==> src/rtl/vfg_pkg.sv <==
package vfg_pkg;

  // Per-beat strobes from control to datapath and counters
  typedef struct packed {
    logic keep;       // forward this beat
    logic dropFrame;  // a frame start was gated off
    logic parHit;     // effective parity error on this beat
    logic sizeMis;    // completed frame failed an enabled size check
  } vfg_strobe_t;

  typedef enum logic {
    PS_HUNT = 1'b0,
    PS_PASS = 1'b1
  } pass_state_t;

endpackage

==> src/rtl/vfg_sat_counter.sv <==
module vfg_sat_counter #(
  parameter int W = 8
) (
  input  logic         clk,
  input  logic         rstN,
  input  logic         clr,
  input  logic         inc,
  output logic [W-1:0] count
);
  localparam logic [W-1:0] MAXV = '1;

  always_ff @(posedge clk or negedge rstN) begin
    if (!rstN) begin
      count <= '0;
    end else if (clr) begin
      count <= '0;
    end else if (inc && count != MAXV) begin
      count <= count + 1'b1;
    end
  end
endmodule

==> src/rtl/vfg_ctrl.sv <==
module vfg_ctrl
  import vfg_pkg::*;
#(
  parameter int LEN_W  = 12,
  parameter int LINE_W = 12,
  parameter int RUN_W  = 4
) (
  input  logic             clk,
  input  logic             rstN,
  input  logic             inValid,
  input  logic             inFs,
  input  logic             inFe,
  input  logic             inLs,
  input  logic             inLe,
  input  logic             inParErr,
  input  logic             cfgParChkEn,
  input  logic             cfgFwdParErr,
  input  logic             cfgPassGateEn,
  input  logic             cfgLenChkEn,
  input  logic             cfgLineChkEn,
  input  logic [RUN_W-1:0] cfgPassFrames,
  output vfg_strobe_t      strobe,
  output logic             passOk
);
  localparam logic [RUN_W-1:0] RUN_MAX = '1;
  localparam logic [RUN_W-1:0] RUN_ONE = RUN_W'(1);

  // frame measurement state
  logic              inFrame;
  logic              parSeen;
  logic [LEN_W-1:0]  curLen;
  logic [LEN_W-1:0]  firstLen;
  logic              firstLenDone;
  logic              intraMis;
  logic [LINE_W-1:0] lineCnt;
  logic [LEN_W-1:0]  refLen;
  logic [LINE_W-1:0] refLines;
  logic              refValid;
  logic              gateOpen;

  // pass machine state
  pass_state_t       state;
  logic [RUN_W-1:0]  runCnt;

  logic              effPar, isFs, isFe, isData;
  logic [LEN_W-1:0]  lineLenNow;
  logic              gateNow, frameGate;
  logic              lenBad, lineBad, frameOk;
  logic              evalEnd, abandon;
  logic [RUN_W-1:0]  passTarget, runInc;

  always_comb begin
    effPar     = inValid & inParErr & cfgParChkEn;
    isFs       = inValid & inFs;
    isFe       = inValid & inFe;
    isData     = inValid & ~inFs & ~inFe;
    lineLenNow = inLs ? LEN_W'(1) : curLen + 1'b1;
    gateNow    = ~(cfgPassGateEn & (state != PS_PASS));
    frameGate  = (inFrame & ~isFs) ? gateOpen : gateNow;
    lenBad     = cfgLenChkEn & ((firstLen != refLen) | intraMis);
    lineBad    = cfgLineChkEn & (lineCnt != refLines);
    frameOk    = ~(parSeen | effPar) & refValid & ~lenBad & ~lineBad;
    evalEnd    = isFe & inFrame;
    abandon    = isFs & inFrame;
    passTarget = (cfgPassFrames == '0) ? RUN_ONE : cfgPassFrames;
    runInc     = (runCnt == RUN_MAX) ? runCnt : runCnt + 1'b1;

    strobe.keep      = inValid & frameGate & ~(effPar & ~cfgFwdParErr);
    strobe.dropFrame = isFs & ~gateNow;
    strobe.parHit    = effPar;
    strobe.sizeMis   = evalEnd & refValid & (lenBad | lineBad);
  end

  // frame geometry tracking
  always_ff @(posedge clk or negedge rstN) begin
    if (!rstN) begin
      inFrame      <= 1'b0;
      parSeen      <= 1'b0;
      curLen       <= '0;
      firstLen     <= '0;
      firstLenDone <= 1'b0;
      intraMis     <= 1'b0;
      lineCnt      <= '0;
      refLen       <= '0;
      refLines     <= '0;
      refValid     <= 1'b0;
      gateOpen     <= 1'b0;
    end else begin
      if (isData) begin
        curLen <= lineLenNow;
        if (inLe) begin
          lineCnt <= lineCnt + 1'b1;
          if (!firstLenDone) begin
            firstLen     <= lineLenNow;
            firstLenDone <= 1'b1;
          end else if (lineLenNow != firstLen) begin
            intraMis <= 1'b1;
          end
        end
      end
      if (inFrame && effPar) parSeen <= 1'b1;
      if (isFs) begin
        inFrame      <= 1'b1;
        parSeen      <= effPar;
        curLen       <= '0;
        firstLen     <= '0;
        firstLenDone <= 1'b0;
        intraMis     <= 1'b0;
        lineCnt      <= '0;
        gateOpen     <= gateNow;
      end
      if (evalEnd) begin
        inFrame  <= 1'b0;
        refLen   <= firstLen;
        refLines <= lineCnt;
        refValid <= 1'b1;
      end
    end
  end

  // pass state machine
  always_ff @(posedge clk or negedge rstN) begin
    if (!rstN) begin
      state  <= PS_HUNT;
      runCnt <= '0;
    end else if (abandon) begin
      state  <= PS_HUNT;
      runCnt <= '0;
    end else if (evalEnd) begin
      if (frameOk) begin
        runCnt <= runInc;
        if (runInc >= passTarget) state <= PS_PASS;
      end else begin
        runCnt <= '0;
        state  <= PS_HUNT;
      end
    end
  end

  assign passOk = (state == PS_PASS);
endmodule

==> src/rtl/vfg_datapath.sv <==
module vfg_datapath
  import vfg_pkg::*;
#(
  parameter int DATA_W = 16
) (
  input  logic              clk,
  input  logic              rstN,
  input  vfg_strobe_t       strobe,
  input  logic [DATA_W-1:0] inData,
  input  logic              inFs,
  input  logic              inFe,
  input  logic              inLs,
  input  logic              inLe,
  output logic              outValid,
  output logic [DATA_W-1:0] outData,
  output logic              outFs,
  output logic              outFe,
  output logic              outLs,
  output logic              outLe,
  output logic              truncPulse
);
  logic outOpen;  // a forwarded frame start still awaits its end
  logic keep;

  assign keep = strobe.keep;

  always_ff @(posedge clk or negedge rstN) begin
    if (!rstN) begin
      outValid   <= 1'b0;
      outData    <= '0;
      outFs      <= 1'b0;
      outFe      <= 1'b0;
      outLs      <= 1'b0;
      outLe      <= 1'b0;
      truncPulse <= 1'b0;
      outOpen    <= 1'b0;
    end else begin
      outValid   <= keep;
      outData    <= keep ? inData : '0;
      outFs      <= keep & inFs;
      outFe      <= keep & inFe;
      outLs      <= keep & inLs;
      outLe      <= keep & inLe;
      truncPulse <= keep & inFs & outOpen;
      if (keep && inFs)      outOpen <= 1'b1;
      else if (keep && inFe) outOpen <= 1'b0;
    end
  end
endmodule

==> src/rtl/vid_frame_gate.sv <==
module vid_frame_gate
  import vfg_pkg::*;
#(
  parameter int DATA_W = 16,
  parameter int LEN_W  = 12,
  parameter int LINE_W = 12,
  parameter int RUN_W  = 4,
  parameter int STAT_W = 8
) (
  input  logic              clk,
  input  logic              rstN,
  input  logic              inValid,
  input  logic [DATA_W-1:0] inData,
  input  logic              inFs,
  input  logic              inFe,
  input  logic              inLs,
  input  logic              inLe,
  input  logic              inParErr,
  input  logic              cfgParChkEn,
  input  logic              cfgFwdParErr,
  input  logic              cfgPassGateEn,
  input  logic              cfgLenChkEn,
  input  logic              cfgLineChkEn,
  input  logic [RUN_W-1:0]  cfgPassFrames,
  input  logic              statClear,
  output logic              outValid,
  output logic [DATA_W-1:0] outData,
  output logic              outFs,
  output logic              outFe,
  output logic              outLs,
  output logic              outLe,
  output logic              passOk,
  output logic              truncPulse,
  output logic [STAT_W-1:0] parErrCnt,
  output logic [STAT_W-1:0] dropFrmCnt,
  output logic [STAT_W-1:0] sizeMisCnt
);
  localparam int NUM_STATS = 3;

  vfg_strobe_t              strobe;
  logic [NUM_STATS-1:0]     statInc;
  logic [STAT_W-1:0]        statVal [NUM_STATS];

  vfg_ctrl #(
    .LEN_W (LEN_W),
    .LINE_W(LINE_W),
    .RUN_W (RUN_W)
  ) uCtrl (
    .clk          (clk),
    .rstN         (rstN),
    .inValid      (inValid),
    .inFs         (inFs),
    .inFe         (inFe),
    .inLs         (inLs),
    .inLe         (inLe),
    .inParErr     (inParErr),
    .cfgParChkEn  (cfgParChkEn),
    .cfgFwdParErr (cfgFwdParErr),
    .cfgPassGateEn(cfgPassGateEn),
    .cfgLenChkEn  (cfgLenChkEn),
    .cfgLineChkEn (cfgLineChkEn),
    .cfgPassFrames(cfgPassFrames),
    .strobe       (strobe),
    .passOk       (passOk)
  );

  vfg_datapath #(
    .DATA_W(DATA_W)
  ) uData (
    .clk       (clk),
    .rstN      (rstN),
    .strobe    (strobe),
    .inData    (inData),
    .inFs      (inFs),
    .inFe      (inFe),
    .inLs      (inLs),
    .inLe      (inLe),
    .outValid  (outValid),
    .outData   (outData),
    .outFs     (outFs),
    .outFe     (outFe),
    .outLs     (outLs),
    .outLe     (outLe),
    .truncPulse(truncPulse)
  );

  assign statInc = {strobe.sizeMis, strobe.dropFrame, strobe.parHit};

  for (genvar gi = 0; gi < NUM_STATS; gi++) begin : gStat
    vfg_sat_counter #(
      .W(STAT_W)
    ) uCnt (
      .clk  (clk),
      .rstN (rstN),
      .clr  (statClear),
      .inc  (statInc[gi]),
      .count(statVal[gi])
    );
  end

  assign parErrCnt  = statVal[0];
  assign dropFrmCnt = statVal[1];
  assign sizeMisCnt = statVal[2];
endmodule

==> config.mk <==
export PLATFORM = sky130hd
export DESIGN_NAME = vid_frame_gate
export DESIGN_NICKNAME = d
export VERILOG_FILES = /design/src/rtl/vfg_pkg.sv /design/src/rtl/vfg_sat_counter.sv /design/src/rtl/vfg_ctrl.sv /design/src/rtl/vfg_datapath.sv /design/src/rtl/vid_frame_gate.sv
export SDC_FILE = /design/constraint.sdc
export NUM_CORES = 1
export LEC_CHECK = 0
export BUFFER_PORTS_ARGS = -buffer_cell sky130_fd_sc_hd__buf_2
export CORE_ASPECT_RATIO = 1.4
export CORE_MARGIN = 2
export CORE_UTILIZATION = 55
export DETAILED_ROUTE_END_ITERATION = 16
export HOLD_SLACK_MARGIN = 0.05
export PLACE_DENSITY = 0.8
export SLEW_MARGIN = 15
export SYNTH_ARGS = -nofsm -noshare
export SYNTH_HDL_FRONTEND = slang
export SYNTH_SLANG_ARGS = --single-unit
==> constraint.sdc <==
create_clock -name clk -period 2.7 [get_ports clk]
set_input_delay 0.675 -clock clk [delete_from_list [all_inputs] [get_ports clk]]
set_output_delay 0.675 -clock clk [all_outputs]
set_load 0.02 [all_outputs]
# Word level (Yosys, flattened, before mapping)
# Cells that the tools add are included.
[totals]
output_inout_bits = 47
reg_bits = 118
input_bits = 34
mem_bits_ro = 0
n_memories = 0
mem_bits_rw = 0
latch_bits = 0
word_cells = 142
[op_classes]
reduce_logical = 22
add_sub_neg = 6
muxes = 41
n_eq_ne = 9
n_div = 0
n_mul = 0
n_shift = 0
bitwise_logic = 39
order_cmp = 1
[op_table]
columns = ["cell", "count"]
rows = [
  ["2-to-1 mux 12 bit", 10],
  ["2-to-1 mux 8 bit", 6],
  ["inequality test 12 bit", 3],
  ["bitwise AND 1 bit", 26],
  ["adder 12 x 1 -> 12 bit, second input constant", 2],
  ["adder 8 x 1 -> 8 bit, second input constant", 3],
  ["inequality test 8 bit, second input constant", 3],
  ["nonzero test 2 bit", 11],
  ["2-to-1 mux 4 bit", 5],
  ["2-to-1 mux 1 bit", 19],
  ["2-to-1 mux 16 bit", 1],
  ["inverter 1 bit", 10],
  ["logical AND 1 bit", 6],
  ["adder 4 x 1 -> 4 bit, second input constant", 1],
  ["== test 4 bit, second input constant", 1],
  [">= comparator 4 bit", 1],
  ["logical NOT 4 bit", 1],
  ["AND reduction 2 bit", 2],
  ["AND reduction 4 bit", 1],
  ["inequality test 3 bit, second input constant", 1],
  ["OR 1 bit", 3],
  ["AND reduction 3 bit", 1],
  ["inequality test 2 bit, second input constant", 1],
]

# Longest topological paths before layout
[depth]
word_depth = 10
mapped_depth = 10
ltp_nobuf = 10

# By module
# Synthesis repeated with hierarchy kept, for this count alone.
[unflattened]
hier_cells = 593
area_unflattened_um2 = 6098.3
[modules_own_cells]
columns = ["module", "area_per_inst_um2", "n_inst", "cells_each", "seq_area_each_um2"]
rows = [
  ["vfg_ctrl", 3960.0, 1, 398, 1776.7],
  ["vfg_sat_counter", 464.2, 3, 49, 200.2],
  ["vfg_datapath", 745.7, 1, 48, 575.6],
]

# Least setup slack after synthesis
# OpenSTA, ideal clock, no wires.
[synth_timing]
path_kind = "input -> register"
start = "input cfgPassFrames[2]"
end = "register uCtrl.state (netlist: uCtrl.passOk)"
cell_stages = 9
t_arrival_ps = 2085
setup_time_ps = 127
slack_ps = 488
cell_sequence = "inv_1 > a31o_2 > ha_1 > nand2b_1 > a21o_1 > a21o_1 > a21oi_1 > nor2_1 > o2bb2a_1"
[synth_between]
elab_chain_cells = 5
[synth_rtl]
columns = ["item", "line_no", "source"]
rows = [
  ["start, declared", "vid_frame_gate.sv:24", "input logic [RUN_W-1:0] cfgPassFrames,"],
  ["logical NOT 4 bit", "vfg_ctrl.sv:65", "passTarget = (cfgPassFrames == '0) ? RUN_ONE : cfgPassFrames;"],
  ["2-to-1 mux 4 bit (*)", "vfg_ctrl.sv:65", ""],
  [">= comparator 4 bit (*)", "vfg_ctrl.sv:132", "if (runInc >= passTarget) state <= PS_PASS;"],
  ["inequality test 3 bit (no source line) (*)", "-", ""],
  ["AND reduction 2 bit (no source line) (*)", "-", ""],
  ["end signal, assigned", "vfg_ctrl.sv:127", "state <= PS_HUNT;"],
  ["end signal, assigned", "vfg_ctrl.sv:132", ""],
  ["end signal, assigned", "vfg_ctrl.sv:135", "state <= PS_HUNT;"],
  ["end, declared", "vfg_ctrl.sv:42", "pass_state_t state;"],
]
# Every way passes the cells marked *; elsewhere a longest branch is shown, timed or not.
# A chain may end at the register's enable or synchronous reset.

# Worst setup path in the final report
[layout_timing]
start = "register uCtrl.runCnt[0]"
end = "register uCtrl.state (netlist: uCtrl.passOk)"
[layout_between]
elab_chain_cells = 5
word_cells_on_any_way = 6
cone_classes = "1 x add/sub; 1 x order compare; 2 x eq/ne; 1 x mux; 1 x reduce/logical"
[layout_rtl]
columns = ["item", "line_no", "source"]
rows = [
  ["start, declared", "vfg_ctrl.sv:43", "logic [RUN_W-1:0] runCnt;"],
  ["start signal, assigned", "vfg_ctrl.sv:131", "runCnt <= runInc;"],
  ["adder 4 x 1 -> 4 bit or == test 4 bit (tied branches)", "vfg_ctrl.sv:66", "runInc = (runCnt == RUN_MAX) ? runCnt : runCnt + 1'b1;"],
  ["2-to-1 mux 4 bit (*)", "vfg_ctrl.sv:66", ""],
  [">= comparator 4 bit (*)", "vfg_ctrl.sv:132", ""],
  ["inequality test 3 bit (no source line) (*)", "-", ""],
  ["AND reduction 2 bit (no source line) (*)", "-", ""],
]
# Marks and branches as above.

==> results.sh <==
export IMPL_p_clk_share_pct=43.3
export IMPL_area_growth_pct=18.98
export IMPL_ys_flop_type="dfrtp_1"
export IMPL_cts_setup_buffers=0
export IMPL_dpl_hpwl_um=10150
export IMPL_power_switching_mw=1.483
export IMPL_synth_seq_area_share_pct=48.80
export IMPL_synth_edf_count=0
export IMPL_synthCells=647
export IMPL_layout_cells_non_filler=881
export IMPL_ys_ff_latch=118
export IMPL_drc=0
export IMPL_setup_violations=0
export IMPL_status="completed"
export IMPL_fin_area_um2=7199
export IMPL_worst_path_buf_inv=0
export IMPL_reg2regPathDepth=10
export IMPL_final_layout_size_suffix_gt1_share_pct=19.73
export IMPL_avgSynthCellArea_um2=9.352
export IMPL_grt_pass1_vias=5199
export IMPL_hold_viol=0
export IMPL_comb_power_share_pct=15.6
export IMPL_swShare_pct=29.22
export IMPL_vias_per_cell=5.814
export IMPL_synthArstFlopShare_pct=100.0
export IMPL_fin_setup_tns_ns=0
export IMPL_antenna_cells=0
export IMPL_ys_warn_count=0
export IMPL_power_internal_mw=3.592
export IMPL_min_period_ns=2.458
export IMPL_antenna_found_initial=0
export IMPL_finalClockSkew_ns=0.005954
export IMPL_clock_sinks=118
export IMPL_crit_cells=10
export IMPL_dp_cells=849
export IMPL_synth_most_common_cell="dfrtp_1"
export IMPL_htree_num_levels=4
export IMPL_numCtsBuffers=17
export IMPL_critPathKind="flip-flop to flip-flop"
export IMPL_fp_dieArea_um2=11870
export IMPL_clkTransAtPathRegs_ns=0.06
export IMPL_ctsResizeCount=0
export IMPL_grt_pass1_wl_um=24060
export IMPL_start_util_pct=55.97
export IMPL_synth_top_cell_by_area="dfrtp_1"
export IMPL_fmax_ghz=0.4069
export IMPL_nets=772
export IMPL_io_buffers=80
export IMPL_grt_overflow=0
export IMPL_design_core_area_um2=10810
export IMPL_p_leak_nw=3.552
export IMPL_ios=81
export IMPL_synthTopCellsByArea="dfrtp_1 (49%), xor2_1 (5.5%), nand2_1 (5.2%)"
export IMPL_crit_chain="ha_1 -> nand3_1 -> xnor2_1 -> ha_1 -> nand2b_1 -> a21o_1 -> a21o_1 -> a21oi_1 -> nor2_1 -> o2bb2a_1"
export IMPL_drt_iter0_drc=246
export IMPL_grtUsageTotal_pct=25.58
export IMPL_die_w_um=92.65
export IMPL_routed_wl_um=14500
export IMPL_routedWlPerCell_um=16.46
export IMPL_vias=5122
export IMPL_yosys_cell_types_count=59
export IMPL_clockBufferDepth=2
export IMPL_root_buffer="clkbuf_16"
export IMPL_slowest_stage="dfrtp_1"
export IMPL_maxSlewHeadroom_pct=62.35
export IMPL_grt_max_degree=50
export IMPL_grt_setup_unrepaired="false"
export IMPL_cts_tree="yes"
export IMPL_synth_area_um2=6051
export IMPL_detail_route_antenna_nets=0
export IMPL_maxSlewViolCount=0
export IMPL_cp_arrival_ns=2.75
export IMPL_finalCritPeriodShare_pct=91.03
export IMPL_drv_cap=0
export IMPL_start_kind="flip-flop"
export IMPL_dr_pass1_iters=5
export IMPL_cp_top_family="compound AO/OA/AOI/OAI gates"
export IMPL_hold_class="primary input to async pin"
export IMPL_syn_num_nets=692
export IMPL_clk_latency_ns=0.41
export IMPL_worst_slew_pin_slew_ns=0.5647
export IMPL_power_density_nw_per_um2=704.9
export IMPL_rows=45
export IMPL_gp_congestion=0.9612
export IMPL_ir_worst_vdd_mv=0.6225
export IMPL_end_kind="flip-flop"
export IMPL_yosys_top_cells_count="dfrtp_1 (118), nand2_1 (84), nor2_1 (50)"
export IMPL_cts_hold_buffers=0
export IMPL_slowest_delay_ns=0.43
export IMPL_die_h_um=128.1
export IMPL_synth_top_area_share_pct=48.80
export IMPL_crit_required_ns=3.00
export IMPL_placed_cell_area_um2=6618
export IMPL_critical_path_max_fanout=5
export IMPL_power_frac_seq_pct=41.1
==> flip-flops by register name, indices dropped and copies added (netlist names), 4 cells and up <==
| register | cells |
|---|---|
| gStat.uCnt.count | 24 |
| uData.outData | 16 |
| uCtrl.curLen | 12 |
| uCtrl.firstLen | 12 |
| uCtrl.lineCnt | 12 |
| uCtrl.refLen | 12 |
| uCtrl.refLines | 12 |
| uCtrl.runCnt | 4 |
==> cell type report <==
type / instances / area, um2
clock buffer: 17 / 425.4
tap: 141 / 176.4
multi-input combinational: 465 / 2839
inverter: 31 / 116.4
timing repair buffer: 94 / 533.0
sequential: 118 / 2953
clock inverter: 15 / 156.4
fill: 851 / 3611
==> worst paths after layout <==
check / startpoint / endpoint / slack [ns]
max in group asynchronous: rstN / uCtrl.lineCnt[6] / 1.83
max: uCtrl.runCnt[0] / uCtrl.passOk / 0.24
min reg2reg: uData.outOpen / uData.outOpen / 0.47
min: rstN / uCtrl.firstLen[5] / 0.25
max reg2reg: uCtrl.runCnt[0] / uCtrl.passOk / 0.24
min in group clk: inData[5] / uData.outData[5] / 0.46
==> metrics by stage <==
stage / worst slack [ns] / hold WS [ns] / total power, mW / util (%)
after global routing: 0.09200 / 0.2802 / 5.299 / 66.60
after detailed placement: 0.2364 / 0.4593 / 2.896 / 61.22
after floorplan: 0.4882 / 0.3794 / 2.619 / -
final: 0.2422 / 0.2460 / 5.075 / 66.60
after CTS: 0.2242 / 0.2597 / 5.097 / 66.60
after global placement: 0.3726 / 0.4523 / 2.853 / 61.22
==> placed cells by master, fill, tap and decap left out, types with 3 or more instances in the layout <==
cell type and n:
a21o_1 3, a21oi_1 42, a21oi_2 3, a22oi_1 6, a31oi_1 3, and2_1 24
and3_1 11, buf_2 79, buf_4 13, clkbuf_16 17, clkinv_2 3, clkinv_4 4
clkinvlp_4 5, dfrtp_1 118, ha_1 11, inv_1 31, mux2i_1 6, nand2_1 84
nand2b_1 4, nand3_1 20, nand4_1 14, nor2_1 50, nor2b_1 7, nor3_1 8
nor4_1 7, o21a_1 3, o21ai_0 29, o22ai_1 19, o2bb2ai_1 3, o31ai_1 5
or3_1 12, or4_1 4, xnor2_1 15, xor2_1 38
==> routing by layer <==
layer	share of wire [%]	track usage, %	vias up
met3	4.8	5.585	48
met5	0	0	-
met4	3.7	12.63	0
met2	53	45.43	191
met1	39	28.94	2478
li1	-	-	2405
==> power by group through the flow <==
stage / registers (mW) / clock network (mW) / logic (mW)
6_report: 2.09 / 2.20 / 0.792
3_3_place_gp: 2.10 / 0 / 0.754
4_1_cts: 2.08 / 2.22 / 0.795
3_5_place_dp: 2.11 / 0 / 0.785
5_1_grt: 2.10 / 2.31 / 0.888
2_1_floorplan: 2.10 / 0 / 0.522
==> kinds of logic after synthesis <==
group / after synthesis / synth area share, %
AO/OA/AOI/OAI: 134 / 14.12
XOR/XNOR: 53 / 7.672
adder cells (fa/ha/maj): 11 / 2.275
buffers and inverters: 64 / 4.363
flip-flops: 118 / 48.80
multiplexers: 7 / 1.179
AND/OR/NAND/NOR: 260 / 21.59
Note: power is estimated with default switching activity, not from simulation.
